## config.mk

```make
export PLATFORM = sky130hd
export DESIGN_NAME = csw_bus_ctrl
export DESIGN_NICKNAME = d
export VERILOG_FILES = /design/src/rtl/csw_pkg.sv /design/src/rtl/csw_cfg_regs.sv /design/src/rtl/csw_addr_dec.sv /design/src/rtl/csw_len_calc.sv /design/src/rtl/csw_cycle_fsm.sv /design/src/rtl/csw_bus_ctrl.sv
export SDC_FILE = /design/constraint.sdc
export NUM_CORES = 1
export LEC_CHECK = 0
export BUFFER_PORTS_ARGS = -buffer_cell sky130_fd_sc_hd__buf_4
export CAP_MARGIN = 20
export CORE_MARGIN = 4
export CORE_UTILIZATION = 44
export CTS_BUF_LIST = sky130_fd_sc_hd__clkbuf_4 sky130_fd_sc_hd__clkbuf_8
export DETAILED_ROUTE_END_ITERATION = 10
export PLACE_DENSITY = 0.76
export SLEW_MARGIN = 10
export SYNTH_ARGS = -nofsm -noshare
export SYNTH_HDL_FRONTEND = slang
export SYNTH_HIERARCHICAL = 1
export SYNTH_SLANG_ARGS = --single-unit
```

## constraint.sdc

```tcl
create_clock -name clk -period 2.3 [get_ports clk]
set_input_delay 0.345 -clock clk [delete_from_list [all_inputs] [get_ports clk]]
set_output_delay 0.345 -clock clk [all_outputs]
set_load 0.05 [all_outputs]
```

## src/rtl/csw_pkg.sv

```systemverilog
// Package: shared types and widths for the chip-select wait-state controller.
// Assumes at most four external windows and access lengths of up to 4 programmed cycles.
package csw_pkg;
    typedef enum logic [1:0] {
        RG_SFR = 2'd0,
        RG_INT = 2'd1,
        RG_EXT = 2'd2
    } region_e;

    localparam int LEN_W = 3;

    // Length for a cleared fast-timing bit, from the two-bit stretch code.
    function automatic logic [LEN_W-1:0] stretch_len(input logic [1:0] code);
        case (code)
            2'b00:   stretch_len = 3'd2;
            2'b01:   stretch_len = 3'd3;
            default: stretch_len = 3'd4;
        endcase
    endfunction
endpackage

```

## src/rtl/csw_cfg_regs.sv

```systemverilog
// Module: configuration register pair (fast-timing bits and stretch codes) plus
// the sticky reserved-code flag. Assumes one write port; no read mux is needed
// because both registers are exposed as parallel outputs.
module csw_cfg_regs #(
    parameter int NCS = 4
) (
    input  logic             clk,
    input  logic             rst_n,
    input  logic             we,
    input  logic             sel,
    input  logic [2*NCS-1:0] wdata,
    output logic [NCS-1:0]   wsel_q,
    output logic [2*NCS-1:0] wexp_q,
    output logic             err_q
);
    logic [NCS-1:0] code_rsvd;

    // Flag each stretch-code field of the write data that holds the reserved code.
    for (genvar i = 0; i < NCS; i++) begin : g_rsvd
        assign code_rsvd[i] = (wdata[2*i +: 2] == 2'b11);
    end

    // Register update and sticky error capture.
    always_ff @(posedge clk) begin
        if (!rst_n) begin
            wsel_q <= '0;
            wexp_q <= '0;
            err_q  <= 1'b0;
        end else if (we) begin
            if (!sel) begin
                wsel_q <= wdata[NCS-1:0];
            end else begin
                wexp_q <= wdata;
                if (|code_rsvd) begin
                    err_q <= 1'b1;
                end
            end
        end
    end
endmodule

```

## src/rtl/csw_addr_dec.sv

```systemverilog
// Module: address decoder. Sorts an address into register space, on-chip memory
// or an external window, and produces the one-hot window select. Assumes
// SFR_END < INT_END and that external space is addressed from INT_END upward.
module csw_addr_dec
    import csw_pkg::*;
#(
    parameter int          AW      = 16,
    parameter int          NCS     = 4,
    parameter logic [AW-1:0] SFR_END = 16'h0400,
    parameter logic [AW-1:0] INT_END = 16'h8000,
    parameter int          CS_LSB  = 13
) (
    input  logic [AW-1:0]          addr,
    output region_e                region,
    output logic [$clog2(NCS)-1:0] cs_idx,
    output logic [NCS-1:0]         cs_hot
);
    localparam int CSW = $clog2(NCS);

    // Region compare against the two boundaries.
    always_comb begin
        if (addr < SFR_END) begin
            region = RG_SFR;
        end else if (addr < INT_END) begin
            region = RG_INT;
        end else begin
            region = RG_EXT;
        end
    end

    assign cs_idx = addr[CS_LSB +: CSW];

    // One-hot window select, raised only for external addresses.
    for (genvar i = 0; i < NCS; i++) begin : g_hot
        assign cs_hot[i] = (region == RG_EXT) && (cs_idx == CSW'(i));
    end
endmodule

```

## src/rtl/csw_len_calc.sv

```systemverilog
// Module: access length calculator. Picks the programmed cycle count for a
// request from its region, direction and the window's configuration, and says
// whether the ready input may stretch it. Purely combinational.
module csw_len_calc
    import csw_pkg::*;
#(
    parameter int NCS = 4
) (
    input  region_e                region,
    input  logic [$clog2(NCS)-1:0] cs_idx,
    input  logic                   write,
    input  logic [NCS-1:0]         wsel,
    input  logic [2*NCS-1:0]       wexp,
    output logic [LEN_W-1:0]       len,
    output logic                   stretch_ok
);
    logic       fast;
    logic [1:0] code;

    assign fast = wsel[cs_idx];
    assign code = wexp[2*cs_idx +: 2];

    // Length and stretch permission by region and window mode.
    always_comb begin
        stretch_ok = 1'b0;
        case (region)
            RG_SFR:  len = 3'd2;
            RG_INT:  len = 3'd1;
            default: begin
                if (fast) begin
                    len = write ? 3'd2 : 3'd1;
                end else begin
                    len        = stretch_len(code);
                    stretch_ok = 1'b1;
                end
            end
        endcase
    end
endmodule

```

## src/rtl/csw_cycle_fsm.sv

```systemverilog
// Module: bus cycle sequencer. Captures a request with its length and strobes,
// counts the programmed cycles down, and holds the last cycle open while the
// ready input is low when stretching is permitted. Assumes len >= 1.
module csw_cycle_fsm
    import csw_pkg::*;
#(
    parameter int NCS = 4
) (
    input  logic             clk,
    input  logic             rst_n,
    input  logic             req,
    input  logic             write,
    input  logic [NCS-1:0]   cs_hot,
    input  logic [LEN_W-1:0] len,
    input  logic             stretch_ok,
    input  logic             rdy,
    output logic             busy,
    output logic [NCS-1:0]   cs,
    output logic             rd,
    output logic             wr,
    output logic             done
);
    logic             active_q;
    logic [LEN_W-1:0] rem_q;
    logic             write_q;
    logic             stretch_q;
    logic [NCS-1:0]   cs_q;
    logic             last;

    assign last = active_q && (rem_q == '0);
    assign done = last && (!stretch_q || rdy);

    // Request capture, cycle countdown and release on the final cycle.
    always_ff @(posedge clk) begin
        if (!rst_n) begin
            active_q  <= 1'b0;
            rem_q     <= '0;
            write_q   <= 1'b0;
            stretch_q <= 1'b0;
            cs_q      <= '0;
        end else if (!active_q) begin
            if (req) begin
                active_q  <= 1'b1;
                rem_q     <= len - 1'b1;
                write_q   <= write;
                stretch_q <= stretch_ok;
                cs_q      <= cs_hot;
            end
        end else if (rem_q != '0) begin
            rem_q <= rem_q - 1'b1;
        end else if (done) begin
            active_q <= 1'b0;
            cs_q     <= '0;
        end
    end

    assign busy = active_q;
    assign cs   = cs_q;
    assign rd   = active_q && !write_q;
    assign wr   = active_q && write_q;
endmodule

```

## src/rtl/csw_bus_ctrl.sv

```systemverilog
// Module: top of the chip-select wait-state controller. Ties the configuration
// registers, decoder, length calculator and sequencer together. The length is
// computed from the live registers only at request acceptance, so register
// writes never affect a running access.
module csw_bus_ctrl
    import csw_pkg::*;
#(
    parameter int            AW      = 16,
    parameter int            NCS     = 4,
    parameter logic [AW-1:0] SFR_END = 16'h0400,
    parameter logic [AW-1:0] INT_END = 16'h8000,
    parameter int            CS_LSB  = 13
) (
    input  logic             clk,
    input  logic             rst_n,
    input  logic             req_i,
    input  logic [AW-1:0]    req_addr_i,
    input  logic             req_write_i,
    input  logic             rdy_i,
    input  logic             cfg_we_i,
    input  logic             cfg_sel_i,
    input  logic [2*NCS-1:0] cfg_wdata_i,
    output logic             busy_o,
    output logic [NCS-1:0]   cs_o,
    output logic             rd_o,
    output logic             wr_o,
    output logic             done_o,
    output logic [NCS-1:0]   wsel_o,
    output logic [2*NCS-1:0] wexp_o,
    output logic             cfg_err_o
);
    localparam int CSW = $clog2(NCS);

    region_e          region;
    logic [CSW-1:0]   cs_idx;
    logic [NCS-1:0]   cs_hot;
    logic [LEN_W-1:0] len;
    logic             stretch_ok;

    csw_cfg_regs #(.NCS(NCS)) u_regs (
        .clk    (clk),
        .rst_n  (rst_n),
        .we     (cfg_we_i),
        .sel    (cfg_sel_i),
        .wdata  (cfg_wdata_i),
        .wsel_q (wsel_o),
        .wexp_q (wexp_o),
        .err_q  (cfg_err_o)
    );

    csw_addr_dec #(
        .AW(AW), .NCS(NCS), .SFR_END(SFR_END), .INT_END(INT_END), .CS_LSB(CS_LSB)
    ) u_dec (
        .addr   (req_addr_i),
        .region (region),
        .cs_idx (cs_idx),
        .cs_hot (cs_hot)
    );

    csw_len_calc #(.NCS(NCS)) u_len (
        .region     (region),
        .cs_idx     (cs_idx),
        .write      (req_write_i),
        .wsel       (wsel_o),
        .wexp       (wexp_o),
        .len        (len),
        .stretch_ok (stretch_ok)
    );

    csw_cycle_fsm #(.NCS(NCS)) u_fsm (
        .clk        (clk),
        .rst_n      (rst_n),
        .req        (req_i),
        .write      (req_write_i),
        .cs_hot     (cs_hot),
        .len        (len),
        .stretch_ok (stretch_ok),
        .rdy        (rdy_i),
        .busy       (busy_o),
        .cs         (cs_o),
        .rd         (rd_o),
        .wr         (wr_o),
        .done       (done_o)
    );
endmodule

```

==> summary.md, run 1 <==
The layout net count came out at 208. The largest total area in the synthesized netlist belongs to dfxtp_1. The tools report the signal arrival time at the worst endpoint as 2.45 ns.

The antenna diode instance count came out at 0. The number of buffers and inverters on the critical path is 0. Setup slack closes at 0.0710 ns.

Setup repair after global routing left no endpoint under its margin. The destination of the worst register-to-register timing path is u_fsm/rem_q[2]. The tools report the worst slack after detailed placement as -0.120 ns. The first routing iteration left 36 violations. The run gives 0.00257 sq mm as the area inside the core boundary.

The routed via count divided by cell count came out at 5.43. The tools report the number of nets produced by synthesis as 169. The clock arrives with 0.0101 ns of skew. On the critical path, the stage with the largest delay is an instance of mux4_2. The largest single stage delay on the critical path is 0.52 ns. In this run the tool buffered the top-level ports with 41 buffer cells.

For the sum of net half-perimeters after detailed placement, the log shows 2250 um. The die extent in x is 61.0 um. The async set-reset flop share out of synthesis was 0. The most critical setup path has its startpoint at u_regs/wsel_q[3]. The measured slew at the worst slew-check pin is 0.533 ns. The switching share of total power was 0.340; the vertical die dimension was 61.0 um. The number of global-route vias before repair came out at 1107.

The clock group share of total power came out at 0.205. The largest net degree at the start of global routing is 30, and the final critical delay including setup and external delays is 2.23 ns. Among all flip-flop cells after synthesis, the most frequent one is dfxtp_1.

Hold is met by 0.272 ns. In the final routed layout, each cell accounts on average for 13.9 um. In this run the worst path has a maximum fanout of 4. Sorting the synthesized cells by how often they occur yields 24 x nand2_1, 23 x dfxtp_1, 10 x a21boi_1. In this run the cell area of the synthesized design comes to 0.00123 sq mm. The final number of hold-violating endpoints came out at 0. The detailed router placed 1113 vias in this run.

The run gives 2.52 ns as the data required time of the worst path. The overall routing resource usage came out at 0.170. The run gives 0.604 mW as the internal cell power. The reported max-cap violation count came out at 0.

Relative contribution of sequential cells to total power: 0.490. The depth of the CTS H-tree is 1. The number of top-level design ports came out at 52. The endpoint class of the critical path is a flip-flop. For this design the static power due to leakage is 0.707 nW. Measured in cells, the most critical reg-to-reg path has a length of 7.

The last element of the critical path is u_fsm/rem_q[2]. At the end of routability-driven placement, the weighted congestion stood at 0.728. After synthesis, the cell types taking the most area are dfxtp_1 37%, nand2_1 7.3%, a21boi_1 6.1%.

Counting distinct cell types in the post-synthesis netlist gives 36. The combinational cell fraction of total power was 0.305. The maximum clock frequency was 449 MHz; the number of nets still failing antenna checks after routing was 0.

The post-route total power is 0.915 mW. The power density over the cells works out to 581 mW/mm^2. The first detailed-routing pass took 4 iterations. The mean instance size in the synthesized netlist is 9.01 sq um, and the final max-slew violation count is 0. The top cell type's share of synthesized area is 0.373.

Counting flops and latches in the post-synthesis netlist gives 23. The most instantiated library cell after synthesis was nand2_1. The clock passes through at most 2 buffers. The critical path goes through mux4_2 > a21bo_1 > o22a_1 > mux2i_1 > ha_2 > xor2_1 > a311o_1. The root cell of the clock tree was clkbuf_4.

In this design, the largest share of critical-path delay is due to compound AO/OA/AOI/OAI gates. The run gives 0.07 ns as the slack of the worst reg-to-reg path. Warning count from the yosys run: 6. Setup violations remaining at the end of the flow were counted as 0.

The utilization after layout came out at 0.614. The number of synthesized flops with an enable pin is 0. Clock tree synthesis found a total of 23 sinks. The share of post-route cells with drive strength above 1 was 0.326. The path type of the worst setup path is reg2reg.

The critical path runs through a total of 7 cells. The logs give 0 for the total of hold buffers inserted after clock tree synthesis and 0.311 mW for the switching power of the nets. The final clock period utilization by the worst path was 0.969; the initial antenna violation count was 0.

After detailed placement, the design holds a cell count of 201. Clock-pin slew was measured on the worst setup and hold paths at 0.13 ns. Type of the worst min-delay path: in2reg.

The starting utilization of the core area is 0.481, and the worst max-slew margin expressed relative to the limit is 0.644. The total overflow left after global routing is 0. The global-route wire length before repair came out at 4820 um. The run finished with clean final reports. The count of cells in the finished layout, fillers not included, comes to 205. TritonCTS built the clock tree.

The floorplan has 18 rows. The logs give 0 for the number of remaining DRC errors and 0.373 for the fraction of the yosys area taken by sequential cells. For this block, the routed nets add up to 2860 um of wire.

The signed area change from the synthesized netlist to the final layout is 27.7%, and the worst-skew pair later-pin latency is 0.32 ns. The peak ir drop on the vdd network came out at 0.000372 V. The worst setup path is launched from a flip-flop. The origin of the critical flop-to-flop path is u_regs/wsel_q[3]. The die covers 0.00372 sq mm. The run gives 137 as the synthesized instance count. The number of buffers added by the clock tree synthesis step was 3.
[worst reg2reg max path: stages (launching register included)]
cell     delay, ns
dfxtp_1       0.35
mux4_2        0.52
a21bo_1       0.23
o22a_1        0.21
mux2i_1       0.18
ha_2          0.23
xor2_1        0.07
a311o_1       0.35
[power by group through the flow]
stage	clock [mW]	combinational, mW	sequential (mW)
CTS	0.196	0.280	0.449
global route	0.214	0.303	0.453
floorplan	0	0.140	0.505
finish	0.187	0.279	0.449
detailed placement	0	0.279	0.458
global placement	0	0.271	0.457
[state kept, by name, indices dropped and copies added (netlist names)]
name,flops
u_regs/wexp_q,8
u_regs/err_q,1
u_fsm/rem_q,3
u_fsm/cs,4
u_fsm/busy,1
u_fsm/write_q,1
u_fsm/stretch_q,1
u_regs/wsel_q,4
[through the flow]
stage / TNS, ns / instance area, sq um
final: 0 / 1580
after global placement: -0.0279 / 1550
after detailed placement: -0.120 / 1550
after global routing: 0 / 1580
after floorplan: 0 / 1230
after CTS: 0 / 1570
[cell families (layout without fill, tap and decap cells)]
kind of cell	Yosys count	in the layout	synth area share
DFF	23	23	0.373
muxes	9	9	0.109
xor gates and xnor gates	1	1	0.00709
adders and majority gates	1	1	0.0101
and+or+nand+nor	58	58	0.246
buffers and inverters	13	51	0.0547
AOI/OAI and AO/OA	32	32	0.200
[worst min path at each step]
stage                    from          endpoint  slack [ns]  cells past startpoint
6_report          req_write_i     u_fsm/write_q        0.27                      3
5_1_grt        cfg_wdata_i[1]  u_regs/wexp_q[1]        0.26                      3
2_1_floorplan   u_fsm/write_q     u_fsm/write_q        0.44                      2
4_1_cts           req_write_i     u_fsm/write_q        0.26                      3
3_3_place_gp     u_regs/err_q      u_regs/err_q        0.45                      1
3_5_place_dp     u_regs/err_q      u_regs/err_q        0.45                      1
[metal layers]
layer	track usage	up-vias	part of all wire
li1	-	554	-
met1	0.211	526	0.43
met2	0.293	29	0.52
met3	0.0426	4	0.046
met4	0.0433	0	0.0084
met5	0	-	0
[timing repair]
item | CTS | global route
endpoints found under the hold margin | 0 | 0
gates resized for setup | 0 | 1
setup buffers | 0 | 0
endpoints found under the setup margin | 0 | 1
[cell usage in the layout, fill, tap and decap left out, types with 3 or more instances in the layout]
cell       n
o21ai_1    6
nor2_1     6
nand3_1    8
nand2_1   24
and2_1     3
dfxtp_1   23
clkbuf_4   3
inv_1      3
buf_4     44
a21boi_1  10
mux2i_1    6
nor2b_1    7
[final cells by class]
type,instances,area (sq um)
multi-input combinational,101,709
sequential,23,460
clock buffer,3,22.5
inverter,3,11.3
timing repair buffer,44,330
clock inverter,1,5.00
tap,30,37.5
fill,230,991
Power figures use the tool's default switching activity.
==> inputs of run 2 (changes only) <==
Settings changed: CORE_ASPECT_RATIO set to 0.6.
==> summary.md, run 2 (synthesis results as in run 1) <==
After clock tree synthesis, the setup repair step added 0 buffers. In the final routed layout, each cell accounts on average for 14.9 um. The tree built by TritonCTS fans out to 23 sinks. In this run the worst path has a maximum fanout of 3.

The die extent in x is 76.4 um, and the area inside the core boundary is 0.00259 sq mm. The final clock period utilization by the worst path was 0.954; the count of input and output buffers was 41. The number of vias in the routed layout came out at 1142. The total overflow left after global routing is 0.

In this run the register-to-register setup slack is 0.11 ns. In the routed layout, each cell is associated on average with a via count of 5.52. The DRC marker count from the first detailed-route iteration came out at 167. Least setup slack across all paths after layout: 0.105 ns.

The HPWL after detailed placement is 2440 um. For the overall routing resource usage, the log shows 0.168. The worst setup path is of the reg2reg kind. The largest incremental delay on the critical path works out to 0.53 ns. The routed length on met2 is 1340 um. The number of clock buffers added by TritonCTS is 3. Clock-pin slew was measured on the worst setup and hold paths at 0.08 ns. The worst-path cell with the longest stage delay is mux4_1.

The worst setup path is captured at a flip-flop. Buffers inserted to repair hold after CTS numbered 0. Hold is met by 0.340 ns.

The share of post-route cells with drive strength above 1 is 0.320. The root buffer cell chosen for the clock tree is clkbuf_8. The number of antenna diodes in the final layout is 0.

The logs give 263 um for the detailed route wirelength on metal3 and 0 for the initial antenna violation count. Together, buffers and inverters on the worst path number 0. The min-delay analysis places its worst path in the category in2reg. In this run the critical register-to-register path is launched from u_regs/wexp_q[5]. The analysis attributes to cell leakage a power of 0.718 nW.

The tools report the destination of the worst register-to-register timing path as u_fsm/rem_q[2]. During I/O placement, the number of pins put on the boundary was 52. The most frequent standard cell in the layout excluding fill and tap cells is buf_4. The register with the most flip-flops in the layout has 8 of them.

In the routed design, unresolved DRC markers number 0. Dividing total power by cell area gives a power density of 623 mW/mm^2. The signed area change from the synthesized netlist to the final layout is 29.4%. For the pin with the worst max-slew slack, the measured transition is 0.601 ns. The run gives 0 as the number of resized instances in the post-cts repair step. For the number of global-route vias before repair, the log shows 1018. The full die area is 0.00375 sq mm. The placer's final routability congestion estimate was 0.864; the reported max-cap violation count was 0.

VDD sags by at most 0.000340 V. Worst max-slew margin expressed relative to the limit: 0.599. More flip-flops sit in one register than any other, and that register is u_regs/wexp_q. The logs give 1 for the depth of the CTS H-tree and 3090 um for the final wirelength. The top routing layer in use is met4. Traced cell by cell, the critical path runs through mux4_1 > nor3b_1 > o22a_1 > mux2i_1 > ha_1 > xor2_1 > a311o_1.

The iteration count of the initial detailed-routing pass was 4; the number of nets still failing antenna checks after routing was 0. Setup repair after global routing left no endpoint under its margin. The data required time of the worst path is 2.46 ns. TritonCTS built the clock tree. The starting utilization of the core area is 0.476, and the layout net count is 208. Counting I/O delays and the setup requirement, the final critical path takes 2.19 ns. The final number of hold-violating endpoints is 0. The later pin in the worst-skew pair is clocked with a latency of 0.27 ns. The tools report the signal arrival time at the worst endpoint as 2.35 ns. The utilization after layout was 0.616.

Static timing analysis puts the maximum clock frequency at 456 MHz. The first global-routing pass estimated 5020 um of wire. The tools report the final max-slew violation count as 0. Entering global routing, the biggest net connects 30 pins. The worst hold path depth is 3. The startpoint identified for the worst hold timing path is cfg_wdata_i[2]. The run gives 1460 um as the post-route met1 wirelength. The logs give -0.109 ns for the worst slack after detailed placement and 0.996 mW for the post-route total power. The flow ran to the end, and the final reports show no timing, DRC or antenna violations. For the worst flop-to-flop path, the logic depth is 7.

The largest delay contributor family on the critical path was multiplexers. The library cells used most frequently in the layout, excluding fill and tap cells, are 44 x buf_4, 24 x nand2_1, 23 x dfxtp_1, 10 x a21boi_1, 8 x nand3_1. The launching element type of the critical path was a flip-flop.

The number of placement rows came out at 14. The path with the worst hold slack has its endpoint at u_regs/wexp_q[2]. Counting along the longest clock path gives a buffer depth of 2.

The vertical die dimension was 49.0 um; the clock skew after layout was 0.00244 ns. Setup violations remaining at the end of the flow were counted as 0.
==> run 2: worst min-delay path, delay by kind of cell <==
family / cells / cell delay [ns]
compound gates: 1 / 0.05
simple gates: 1 / 0.05
buf+inv: 1 / 0.12
==> run 2: final cells by class <==
class / count / area, sq um
fill: 236 / 995
multi-input combinational: 101 / 707
sequential: 23 / 460
timing repair buffer: 44 / 330
clock buffer: 4 / 48.8
tap: 32 / 40.0
inverter: 3 / 11.3
==> run 2: worst max path at each step <==
stage	startpoint	endpoint	cells past startpoint
finish	u_regs/wexp_q[5]	u_fsm/rem_q[2]	7
global route	u_regs/wsel_q[3]	u_fsm/rem_q[2]	8
CTS	u_regs/wexp_q[3]	u_fsm/rem_q[2]	7
detailed placement	req_addr_i[13]	u_fsm/rem_q[2]	8
global placement	req_addr_i[13]	u_fsm/rem_q[2]	8
floorplan	u_regs/wsel_q[3]	u_fsm/rem_q[2]	7
==> run 2: through the flow <==
stage,area [sq um],instances,TNS [ns]
final,1600,207,0
after detailed placement,1550,203,-0.109
after global placement,1550,203,-0.0348
after floorplan,1230,137,0
after CTS,1600,207,0
after global routing,1600,207,0
==> run 2: routing by layer <==
layer / track usage / up-vias
met1: 0.247 / 534
met2: 0.238 / 47
met5: 0 / -
met3: 0.0480 / 4
met4: 0.0452 / 0
li1: - / 557
==> run 2: power by group <==
group,switching (mW),internal [mW]
clock network,0.130,0.136
logic,0.166,0.114
registers,0.0262,0.423
==> inputs of run 3 (changes only) <==
Settings changed: PLACE_DENSITY 0.76 to unset, PLACE_DENSITY_LB_ADDON set to 0.25.
==> summary.md, run 3 (synthesis results as in run 1) <==
The number of nets still failing antenna checks after routing is 0, and the number of buffers added by the clock tree synthesis step is 3. The first global-routing pass estimated 4820 um of wire. The clock skew after layout was 0.00211 ns; the placed instance count was 202. Final clock period utilization by the worst path: 0.954. The top cell types in the final layout, fill and taps aside, are 43 x buf_4, 24 x nand2_1, 23 x dfxtp_1, 10 x a21boi_1, 8 x nand3_1. The run gives 0 as the number of resized instances in the post-cts repair step.

The run gives 0 as the initial antenna violation count. Entering global routing, the biggest net connects 30 pins. The number of flip-flops under the largest register name came out at 8. Share of post-route cells with drive strength above 1: 0.322. In this run the static leakage power is 0.710 nW. The die is 76.4 um wide. The run finished with clean final reports.

Row generation in the floorplan step produced 14 rows. The die covers 0.00375 sq mm. The worst max-slew margin expressed relative to the limit was 0.615; the post-route total power was 0.976 mW. The tools report the launching element type of the critical path as a flip-flop. Setup violations remaining at the end of the flow were counted as 0.

Setup repair after global routing left no endpoint under its margin. Using the TritonRoute via totals, the vias-per-cell ratio works out to 5.44. The utilization after layout came out at 0.613.

Leaving out fill and tap cells, the most frequent cell in the layout is buf_4. The tree is rooted in a clkbuf_8. IR analysis of the VDD net gives a maximum drop of 0.000423 V.

The endpoint class of the critical path is a flip-flop. The number of top-level design ports is 52, and the critical-path maximum fanout is 4. 0 antenna diodes ended up in the layout. The clock drives 23 sinks. For this run, the top clock speed supported by timing is 456 MHz. The starting utilization of the core area is 0.476. The depth of the CTS H-tree is 1. The final number of hold-violating endpoints is 0, and the total of hold buffers inserted after clock tree synthesis is 0. Least setup slack across all paths after layout: 0.106 ns.

The run gives 1009 as the number of global-route vias before repair. After clock tree synthesis, the setup repair step added 0 buffers. For the overall routing resource usage, the log shows 0.159. Summed over all layers, the global routing overflow is 0. The count of input and output buffers was 41. For the worst slack after detailed placement, the log shows -0.0632 ns. Relative to the synthesized area, the layout overhead comes to 28.8%. In this run the power density over the cells is 614 mW/mm^2. The final standard cell count with taps included and fillers excluded is 206. The layout net count is 207, and the reported max-cap violation count is 0. The tools report the final max-slew violation count as 0. The tightest min-delay check is of the in2reg type. The signal arrival time at the worst endpoint came out at 2.34 ns. For the pin with the worst max-slew slack, the measured transition is 0.577 ns. The register ranked first by flip-flop count was u_regs/wexp_q. TritonCTS built the clock tree. The floorplan step set the die height to 49.0 um. After detailed routing, the average wire length per cell comes to 14.7 um.

Detailed placement ended at an HPWL of 2390 um. STA puts the critical path data required time at 2.45 ns. The path type of the worst setup path is reg2reg. For this block, the routed nets add up to 3020 um of wire. No sink is reached through more buffers than the 2 on the longest clock path. The worst-skew pair later-pin latency was 0.26 ns; the area inside the core boundary was 0.00259 sq mm. For this run, design rule violations remaining after detail routing come to 0.

The clock slew at the register clock pins of the worst setup and hold paths was 0.08 ns; the final critical delay including setup and external delays was 2.19 ns. The tools report the DRC marker count from the first detailed-route iteration as 81. The iteration count of the initial detailed-routing pass was 4; the number of vias in the routed layout was 1120.

The slack of the worst reg-to-reg path was 0.11 ns; the placer's final routability congestion estimate was 0.944.
[run 3: changes by cell type in the layout (fill, tap and decap cells not counted), sizes merged]
cell / change
clkbuf: -1
buf: -1
clkinv: +1
[run 3: layout make-up]
cell class | count | area (sq um)
flip-flops and latches | 23 | 460
clock inverters | 1 | 5.00
repair buffers | 43 | 323
clock buffers | 3 | 41.3
inverters | 3 | 11.3
well taps | 32 | 40.0
multi-input cells | 101 | 709
fillers | 227 | 1000
[run 3: layer usage]
layer | global-route usage | share of wire | up-vias
met2 | 0.242 | 0.43 | 55
met3 | 0.0535 | 0.10 | 4
met4 | 0.0361 | 0.0069 | 0
li1 | - | - | 554
met1 | 0.217 | 0.46 | 507
met5 | 0 | 0 | -
[run 3: final timing paths]
check,startpoint,cells after the start,endpoint
min,cfg_wdata_i[4],3,u_regs/wexp_q[4]
max,u_regs/wsel_q[3],7,u_fsm/rem_q[2]
min reg2reg,u_fsm/cs[1],2,u_fsm/cs[1]
max reg2reg,u_regs/wsel_q[3],7,u_fsm/rem_q[2]
[run 3: metrics by stage]
stage | hold WS (ns) | instance area, sq um | setup TNS [ns]
3_5_place_dp | 0.453 | 1540 | -0.0632
4_1_cts | 0.329 | 1590 | 0
3_3_place_gp | 0.451 | 1540 | -0.0216
2_1_floorplan | 0.444 | 1230 | 0
6_report | 0.335 | 1590 | 0
5_1_grt | 0.334 | 1590 | 0
[run 3: critical path, stage by stage, from the launching register on]
cell and delay (ns):
dfxtp_1 0.34, mux4_2 0.52, a21bo_1 0.23, o22a_1 0.20, mux2i_1 0.14, ha_2 0.23, xor2_1 0.07, a311o_1 0.35
[run 3: where the power goes]
group / switching [mW] / leakage, nW / internal (mW)
registers: 0.0322 / 0.188 / 0.423
clock network: 0.126 / 0.0255 / 0.121
logic: 0.160 / 0.496 / 0.114
total: 0.318 / 0.710 / 0.658
